`config.mk`:
```
export PLATFORM = sky130hd
export DESIGN_NAME = mbx_mailbox
export DESIGN_NICKNAME = d
export VERILOG_FILES = /design/src/rtl/mbx_pkg.sv /design/src/rtl/mbx_storage.sv /design/src/rtl/mbx_flags.sv /design/src/rtl/mbx_mailbox.sv
export SDC_FILE = /design/constraint.sdc
export NUM_CORES = 1
export LEC_CHECK = 0
export ABC_AREA = 0
export BUFFER_PORTS_ARGS = -buffer_cell sky130_fd_sc_hd__buf_2
export CAP_MARGIN = 20
export CORE_MARGIN = 4
export CORE_UTILIZATION = 55
export DETAILED_ROUTE_END_ITERATION = 16
export PLACE_DENSITY = 0.8
export SETUP_SLACK_MARGIN = 0.2
export SLEW_MARGIN = 10
export SYNTH_ARGS = -nofsm -noshare
export SYNTH_HDL_FRONTEND = slang
export SYNTH_SLANG_ARGS = --single-unit
```
`constraint.sdc`:
```
create_clock -name clk -period 1.96 [get_ports clk]
set_input_delay 0.098 -clock clk [delete_from_list [all_inputs] [get_ports clk]]
set_output_delay 0.098 -clock clk [all_outputs]
set_load 0.03 [all_outputs]
```
`src/rtl/mbx_pkg.sv`:
```
package mbx_pkg;
  localparam int DW = 8;

  typedef struct packed {
    logic ien;
    logic ack_en;
    logic mre;
    logic mwe;
    logic swe;
    logic mwm;
    logic swm;
  } mbx_state_t;

  // Status byte image: bit0 swm, bit1 mwm, bit2 swe, bit3 mwe, bit4 mre,
  // bit5 zero, bit6 ack enable, bit7 interrupt enable.
  function automatic logic [DW-1:0] csr_image(mbx_state_t st);
    logic [DW-1:0] v;
    v    = '0;
    v[0] = st.swm;
    v[1] = st.mwm;
    v[2] = st.swe;
    v[3] = st.mwe;
    v[4] = st.mre;
    v[6] = st.ack_en;
    v[7] = st.ien;
    return v;
  endfunction

  // Next value of a flag with set priority over clear.
  function automatic logic set_clr(logic cur, logic set, logic clr);
    return set ? 1'b1 : (clr ? 1'b0 : cur);
  endfunction
endpackage

```
`src/rtl/mbx_storage.sv`:
```
module mbx_storage
  import mbx_pkg::*;
#(
  parameter int NBYTES = 15,
  parameter int AW     = 4
) (
  input  logic          clk,
  input  logic          rst_n,
  input  logic          m_we,
  input  logic [AW-1:0] m_addr,
  input  logic [DW-1:0] m_wdata,
  input  logic          s_we,
  input  logic [AW-1:0] s_addr,
  input  logic [DW-1:0] s_wdata,
  output logic [DW-1:0] m_rdata,
  output logic [DW-1:0] s_rdata
);
  logic [DW-1:0] cells [NBYTES];
  logic [NBYTES-1:0] sel_m, sel_s, hit_m, hit_s;

  for (genvar i = 0; i < NBYTES; i++) begin : g_dec
    assign hit_m[i] = (m_addr == AW'(i));
    assign hit_s[i] = (s_addr == AW'(i));
    assign sel_m[i] = m_we && hit_m[i];
    assign sel_s[i] = s_we && hit_s[i];
  end

  always_ff @(posedge clk or negedge rst_n) begin
    if (!rst_n) begin
      for (int i = 0; i < NBYTES; i++) cells[i] <= '0;
    end else begin
      for (int i = 0; i < NBYTES; i++) begin
        if (sel_m[i])      cells[i] <= m_wdata;
        else if (sel_s[i]) cells[i] <= s_wdata;
      end
    end
  end

  always_comb begin
    m_rdata = '0;
    s_rdata = '0;
    for (int i = 0; i < NBYTES; i++) begin
      if (hit_m[i]) m_rdata = cells[i];
      if (hit_s[i]) s_rdata = cells[i];
    end
  end
endmodule

```
`src/rtl/mbx_flags.sv`:
```
module mbx_flags
  import mbx_pkg::*;
#(
  parameter int NBYTES = 15,
  parameter int AW     = 4
) (
  input  logic          clk,
  input  logic          rst_n,
  input  logic [AW-1:0] m_addr,
  input  logic          m_wr,
  input  logic          m_rd,
  input  logic [AW-1:0] s_addr,
  input  logic          s_wr,
  input  logic          s_rd,
  input  logic [2:0]    ctl_bits,   // {ien, ack_en, mre_keep}
  output mbx_state_t    st,
  output logic          m_we,
  output logic          s_we,
  output logic          m_claim,
  output logic          ready_n
);
  localparam logic [AW-1:0] A_CLAIM = '0;
  localparam logic [AW-1:0] A_END   = AW'(NBYTES - 1);
  localparam logic [AW-1:0] A_CSR   = AW'(NBYTES);

  logic m_in, s_in, s_claim, csr_wr;
  logic ev_swe_set, ev_swe_clr, ev_swm_clr;
  logic ev_mwe_set, ev_mwe_clr, ev_mwm_clr;
  logic ev_ack, ev_rdy_rel, ev_mre_clr;

  assign m_in    = (m_addr < A_CSR);
  assign s_in    = (s_addr < A_CSR);
  assign m_claim = m_wr && (m_addr == A_CLAIM) && !st.swm;
  assign m_we    = m_wr && m_in && !st.swm;
  assign s_claim = s_wr && (s_addr == A_CLAIM) && !st.mwm && !m_claim;
  assign s_we    = s_wr && s_in && !st.mwm && !m_claim;
  assign csr_wr  = s_wr && (s_addr == A_CSR);

  assign ev_swe_set = s_we && (s_addr == A_END);
  assign ev_swe_clr = m_rd && (m_addr == A_END);
  assign ev_swm_clr = m_rd && (m_addr == A_CLAIM) && st.swm;
  assign ev_mwe_set = m_we && (m_addr == A_END);
  assign ev_mwe_clr = s_rd && (s_addr == A_END);
  assign ev_mwm_clr = s_rd && (s_addr == A_CLAIM) && st.mwm;
  assign ev_mre_clr = csr_wr && !ctl_bits[0];
  assign ev_ack     = st.ack_en && (ev_swe_set || ev_mwm_clr);
  assign ev_rdy_rel = m_rd || m_wr;

  always_ff @(posedge clk or negedge rst_n) begin
    if (!rst_n) begin
      st      <= '0;
      ready_n <= 1'b1;
    end else begin
      st.swm  <= set_clr(st.swm, s_claim, ev_swm_clr);
      st.mwm  <= set_clr(st.mwm, m_claim, ev_mwm_clr);
      st.swe  <= set_clr(st.swe, ev_swe_set, ev_swe_clr);
      st.mwe  <= set_clr(st.mwe, ev_mwe_set, ev_mwe_clr);
      st.mre  <= set_clr(st.mre, ev_swm_clr, ev_mre_clr);
      if (csr_wr) begin
        st.ien    <= ctl_bits[2];
        st.ack_en <= ctl_bits[1];
      end
      ready_n <= !set_clr(!ready_n, ev_ack, ev_rdy_rel);
    end
  end
endmodule

```
`src/rtl/mbx_mailbox.sv`:
```
module mbx_mailbox
  import mbx_pkg::*;
#(
  parameter int NBYTES = 15,
  parameter int AW     = 4
) (
  input  logic          clk,
  input  logic          rst_n,
  input  logic [AW-1:0] m_addr,
  input  logic [7:0]    m_wdata,
  input  logic          m_wr,
  input  logic          m_rd,
  output logic [7:0]    m_rdata,
  input  logic [AW-1:0] s_addr,
  input  logic [7:0]    s_wdata,
  input  logic          s_wr,
  input  logic          s_rd,
  output logic [7:0]    s_rdata,
  output logic          ready_n,
  output logic          irq
);
  localparam logic [AW-1:0] A_CSR = AW'(NBYTES);

  mbx_state_t    st;
  logic          m_we, s_we, m_claim;
  logic [2:0]    ctl_bits;
  logic [DW-1:0] s_cell;

  assign ctl_bits = {s_wdata[7], s_wdata[6], s_wdata[4]};

  mbx_flags #(.NBYTES(NBYTES), .AW(AW)) u_flags (
    .clk(clk), .rst_n(rst_n),
    .m_addr(m_addr), .m_wr(m_wr), .m_rd(m_rd),
    .s_addr(s_addr), .s_wr(s_wr), .s_rd(s_rd),
    .ctl_bits(ctl_bits), .st(st),
    .m_we(m_we), .s_we(s_we), .m_claim(m_claim), .ready_n(ready_n)
  );

  mbx_storage #(.NBYTES(NBYTES), .AW(AW)) u_store (
    .clk(clk), .rst_n(rst_n),
    .m_we(m_we), .m_addr(m_addr), .m_wdata(m_wdata),
    .s_we(s_we), .s_addr(s_addr), .s_wdata(s_wdata),
    .m_rdata(m_rdata), .s_rdata(s_cell)
  );

  assign s_rdata = (s_addr == A_CSR) ? csr_image(st) : s_cell;
  assign irq     = st.mre && st.ien;
endmodule

```
==> key figures, run 1 <==
Status
  • Outcome: finished with violations
  • Failing checks: setup timing

Floorplan
  • Initial core utilization: 0.5633
  • Area of the die: about 0.018 mm2
  • # IOs: 48
  • Chip width: 132.8 um
  • Rows: 45
  • Die height: between 100 and 150 um
  • Core area: 0.01520 mm2

STA
  • RSZ-0062 raised after global routing: true
  • Endpoints failing setup: 15
  • Period utilization: 1.231
  • Clock skew: ~0.011 ns
  • Final Critical Period: about 2.4 ns
  • Fmax: 0.4143 GHz
  • Hold Violations, Final: 0
  • Tightest Pin Transition: about 0.60 ns
  • Rel. slew slack: 0.5949
  • PnR worst setup slack: -0.4536 ns
  • Fin. max-slew vios: 0

Hold path
  • Hold Crit Class: in -> reg

Global routing
  • Initial antenna violation count: 0
  • Largest net degree at the start of global routing: just over 50
  • All-layer global routing usage: 0.4201
  • Vias in the first global route: roughly 9000
  • Total grt overflow: 0
  • First-pass GRT wire length: 55.58 mm

CTS
  • Clock Latency Late Sink: 0.44 ns
  • TritonCTS Buffers: 17
  • Clock sink count: roughly 130
  • Clock slew at reported path FFs: 0.07 ns
  • H-tree levels: 4
  • Root Buffer: clkbuf_16
  • Deepest clock path buffer count: 2
  • TritonCTS clock tree: built

Synthesis
  • Cell count after synthesis: 959
  • Mean Syn Cell Area: 8.929 um2
  • Sequential element share of the synthesized area: 0.3742
  • Dominant synthesized flop cell: dfrtp_1
  • Post-synth top area share: 0.3711
  • Dominant cell type by area after synthesis: dfrtp_1
  • EDFF count, synth: 0
  • Async set or reset register ratio after synthesis: 1.000
  • Synthesized area: 0.008563 mm2
  • Count leader, synth: mux2i_1
  • Yosys cell types: 58
  • Synth top area cells: dfrtp_1, mux2i_1, a21oi_1
  • Syn Nets: 989
  • Commonest cells post-synth: mux2i_1, a21oi_1, nor2_1
  • FF+latch count, synth: around 130
  • Syn. warnings: 0

Cells and area
  • Fraction of layout cells with a size suffix above 1: 0.3027
  • Final instance area: approximately 0.011 mm2
  • Nets: 1137
  • Diode count: 0
  • Non-Filler Instances: 1308
  • P&R area growth vs syn: 31.93%
  • Final Util: 0.7431
  • Fillers: 1115

Setup path
  • WP data required: around 1.9 ns
  • Max incr delay on CP: 0.49 ns
  • CP max FO: 4
  • CP startpoint kind: flip-flop
  • Kind of end point of the critical path: output port
  • CP cell instances: a211o_1 -> o211ai_1 -> a221o_1 -> a222oi_1 -> buf_4
  • Worst setup path class: reg -> out
  • Crit path DAT: 2.32 ns
  • Slowest CP cell: a222oi_1

Drt
  • Initial drt markers: 1625
  • Routed WL: ~38 mm
  • Vias/cell: between 6 and 7
  • WL per Instance: about 29 um
  • DRC viols: 0
  • Final antenna-violating net count: 0
  • Vias: 9135
  • 1st-pass router iterations: 6

Pwr
  • Total power: 0.01109 W
  • LEAKAGE: 4.749 nW
  • Maximum VDD drop: 0.0007835 V
  • Pwr Density: 981.7 mW/mm2

Placed design
  • Port bufs: 47
  • Post-place instance area: 0.009878 mm2
  • Post-DP HPWL: 26.02 mm
  • Placed Instances: between 1000 and 1500
  • Routability congestion estimate: around 1.1

Flow run
  • Max Cap Violations: 0
cell usage in the layout (no fill, tap or decap), types with 6 or more instances in the layout:
cell type  instances
a31oi_1            7
o21ai_0           29
o21ai_1           12
nor2_4             8
a22oi_1           12
o211ai_1          12
inv_6              6
clkbuf_16         18
nand3_1           16
nand2_1           43
nor2_1           127
mux4_2            14
mux2i_1          137
nand2b_1          11
nand2_2            9
a21oi_1          134
mux2_2             7
buf_12            15
buf_4            126
inv_1             11
buf_2             29
nor2b_1           17
o22ai_1           12
a21o_1             7
buf_6             32
dfrtp_1          124
worst paths after layout:
kind | start | end | slack (ns) | cells after the start
worst max register to register | u_flags.st[0] | u_store.cells[76] | -0.04 | 6
worst min-delay path | m_wr | u_flags.ready_n | 0.02 | 3
max in group asynchronous | rst_n | u_flags.ready_n | 1.10 | 3
worst min register to register | u_flags.st[2] | u_flags.st[2] | 0.48 | 1
min in group asynchronous | rst_n | u_store.cells[93] | 0.17 | 2
worst max-delay path | u_store.cells[82] | m_rdata[2] | -0.45 | 5
per-stage QoR:
stage          hold slack [ns]  TNS, ns  worst slack [ns]
2_1_floorplan          -0.1976        0           0.05724
3_3_place_gp           0.05616   -1.849          -0.06725
3_5_place_dp           0.05583   -4.449           -0.1439
4_1_cts                0.01033   -1.474           -0.3457
5_1_grt                0.04127   -3.079           -0.4343
6_report               0.02456   -1.965           -0.4536
worst max-delay path, delay by kind of cell (launching register included):
family	cells	cell delay, ns
flip-flops	1	0.40
AO/OA/AOI/OAI	4	1.22
buffers and inverters	1	0.26
final cells by class:
cell class                 instances  area [um2]  area share
sequential                       128        3208      0.2840
clock buffer                      17       425.4     0.03766
tap                              188       235.2     0.02082
clock inverter                    15       172.7     0.01528
inverter                          13       48.80    0.004319
timing repair buffer             207        1814      0.1606
multi-input combinational        740        5393      0.4773
cells by family after synthesis:
group                  synth area share
flip-flops                       0.3742
AND/OR/NAND/NOR                  0.1483
AO/OA/AOI/OAI                    0.2143
multiplexers                     0.2196
buffers and inverters           0.04354
per-layer routing:
layer,vias up,share of wire,global-route usage
li1,3815,-,-
met1,4288,0.38,0.5703
met2,860,0.43,0.6109
met3,172,0.14,0.1297
met4,0,0.055,0.2084
met5,-,0,0
timing repair:
item                                   4_1_cts  5_1_grt
setup buffers                               18        8
endpoints found under the hold margin       49        0
cloned                                       0        1
setup endpoints to repair                  138      138
hold buffers                                 3        0
gates resized for setup                    105       45
pin swaps                                  115       56
sequential cells by signal (all words and copies together) (netlist names):
register / cells
u_flags.ready_n: 1
u_flags.st: 7
u_store.cells: 120
power by group:
| group | total, W | leakage, nW | internal [W] | switching (W) |
|---|---|---|---|---|
| Sequential | 0.00426 | 1.47 | 0.00338 | 0.000876 |
| Combinational | 0.00350 | 2.99 | 0.00166 | 0.00184 |
| Clock | 0.00333 | 0.289 | 0.00192 | 0.00142 |
| Total | 0.0111 | 4.75 | 0.00695 | 0.00414 |
(Power assumes the default switching activity.)
==> run 2: changes to the inputs <==
CORE_UTILIZATION = 60   (was 55)
PLACE_DENSITY = 0.86   (was 0.8)
==> run 2 against run 1 <==
  * The run still ends with setup timing left
  * Sequential cell count did not move
  * Die area fell by 7.8%
  * Sequential share of layout area fell by 0.14 points
==> key figures, run 2 (same netlist as run 1, synthesis figures left out) <==
STA
  • Hold Violations, Final: 0
  • RSZ-0062 raised after global routing: true
  • TNS Setup: -5.260 ns
  • PnR worst setup slack: -0.3916 ns
  • Fin. max-slew vios: 0
  • Hold Worst Slack: around 0.041 ns
  • Tightest Pin Transition: between 0.5 and 0.6 ns
  • Rel. slew slack: 0.6320
  • Period utilization: 1.200
  • Final Critical Period: roughly 2.4 ns
  • Fmax: 0.4252 GHz
  • Clock skew: ~0.013 ns
  • Endpoints failing setup: 73

Cells and area
  • Fraction of layout cells with a size suffix above 1: 0.3309
  • P&R area growth vs syn: 32.61%
  • Top reg by flops: u_store.cells
  • Nets: about 1100
  • Area of the multi-input gates: 0.005598 mm2
  • Fillers: 852
  • Storage cell area: about 0.0032 mm2
  • Most frequent cells in the layout: nor2_1, buf_4, dfrtp_1, a21oi_1, mux2i_1
  • Biggest regs: u_store.cells (120), u_flags.st (7), u_flags.ready_n (1)
  • Non-Filler Instances: 1297
  • Max FFs per register: 120

Drt
  • DRC viols: 0
  • Vias: just under 10000
  • 1st-pass router iterations: 7
  • Routed WL: 39.25 mm
  • Final antenna-violating net count: 0
  • WL per Instance: 30.26 um
  • Vias/cell: roughly 7.5
  • Initial drt markers: 1838

CTS
  • TritonCTS clock tree: built
  • Clock sink count: 128
  • Clock slew at reported path FFs: 0.07 ns
  • Clock Latency Late Sink: 0.44 ns
  • TritonCTS Buffers: 17
  • Deepest clock path buffer count: 2
  • Root Buffer: clkbuf_16
  • H-tree levels: 4

Placed design
  • Pre-CTS setup slack: -0.09542 ns
  • Placed Instances: between 1000 and 1500
  • Routability congestion estimate: 1.053
  • Port bufs: 47
  • Post-DP HPWL: 24.98 mm

Status
  • Failing checks: setup timing
  • Outcome: finished with violations

Setup path
  • Worst setup path class: reg -> out
  • R2R Setup Slk: -0.21 ns
  • CP startpoint kind: flip-flop
  • Worst r2r path cells: 6
  • Kind of end point of the critical path: output port
  • Critical R2R Capture: u_store.cells[85]
  • Crit path DAT: 2.25 ns
  • R2R Path Start: u_flags.st[0]
  • CP max FO: 3
  • WP data required: roughly 1.9 ns

Global routing
  • Vias in the first global route: 9159
  • Largest net degree at the start of global routing: 38
  • Initial antenna violation count: 5
  • First-pass GRT wire length: 56.35 mm
  • All-layer global routing usage: 0.4634
  • Total grt overflow: 0

Floorplan
  • Core area: 0.01393 mm2
  • Initial core utilization: 0.6145
  • Area of the die: ~0.016 mm2
  • Die height: 127.5 um
  • # IOs: 48
  • Chip width: roughly 130 um
  • Rows: 43

Hold path
  • Worst Hold End: u_flags.st[3]
  • Hold Crit Class: in -> reg
  • Hold path startpoint: s_rd
  • Worst Hold Path Cells: 3

Pwr
  • Total power: between 0.01 and 0.015 W
  • Pwr Density: 997.3 mW/mm2
  • Maximum VDD drop: 0.0008752 V
  • LEAKAGE: 4.690 nW

Flow run
  • Max Cap Violations: 0
## run 2: cell types whose count changed in the layout (fill, tap and decap cells not counted), moves of 4 or more
cell and delta:
mux2i_1 -17, a21oi_1 -13, a21oi_2 +12, mux2i_2 +11
buf_12 -6, mux2i_4 +6, diode_2 +5, buf_6 -4
## run 2: how the worst max path moves through the flow
stage                            startpoint                 to  cells after the start
after floorplan                   m_addr[2]         m_rdata[2]                      6
after global placement            m_addr[0]         m_rdata[3]                      6
after detailed placement          m_addr[2]  u_store.cells[97]                      7
after CTS                 u_store.cells[67]         m_rdata[3]                      5
after global routing      u_store.cells[66]         m_rdata[2]                      5
final                     u_store.cells[66]         m_rdata[2]                      5
## run 2: layout make-up
cell class,count,area share
clock inverters,13,0.01333
inverters,13,0.004297
flip-flops and latches,128,0.2826
clock buffers,18,0.03867
multi-input cells,741,0.4929
repair buffers,199,0.1472
well taps,180,0.01983
diodes,5,0.001102
## run 2: metal layers
layer / up-vias / global-route usage / wire [um]
met5: - / 0 / 0
li1: 3804 / - / -
met1: 4536 / 0.5919 / 13640
met3: 314 / 0.1300 / 5307
met4: 0 / 0.2839 / 3435
met2: 1057 / 0.6993 / 16870
## run 2: timing repair
action,4_1_cts,5_1_grt
setup buffers,21,19
endpoints found under the setup margin,137,138
hold buffers,2,0
gates cloned,2,0
gates resized for setup,113,79
endpoints found under the hold margin,34,0
pin swaps,132,38
## run 2: metrics by stage
step                        util  area [um2]
after floorplan                -        8615
after global placement    0.6917        9639
after detailed placement  0.6917        9639
after CTS                 0.7808       10880
after global routing      0.8149       11360
final                     0.8149       11360
## run 2: critical path, cell delays in order (launching register included)
cell,delay [ns]
dfrtp_1,0.46
a211o_1,0.17
o211ai_1,0.13
a221o_1,0.42
a222oi_1,0.41
buf_4,0.23
## run 2: power by group
| group | leakage [nW] | switching (W) | total (W) | internal (W) |
|---|---|---|---|---|
| clock | 0.289 | 0.00139 | 0.00332 | 0.00193 |
| combinational | 2.93 | 0.00199 | 0.00372 | 0.00173 |
| sequential | 1.47 | 0.000905 | 0.00429 | 0.00338 |
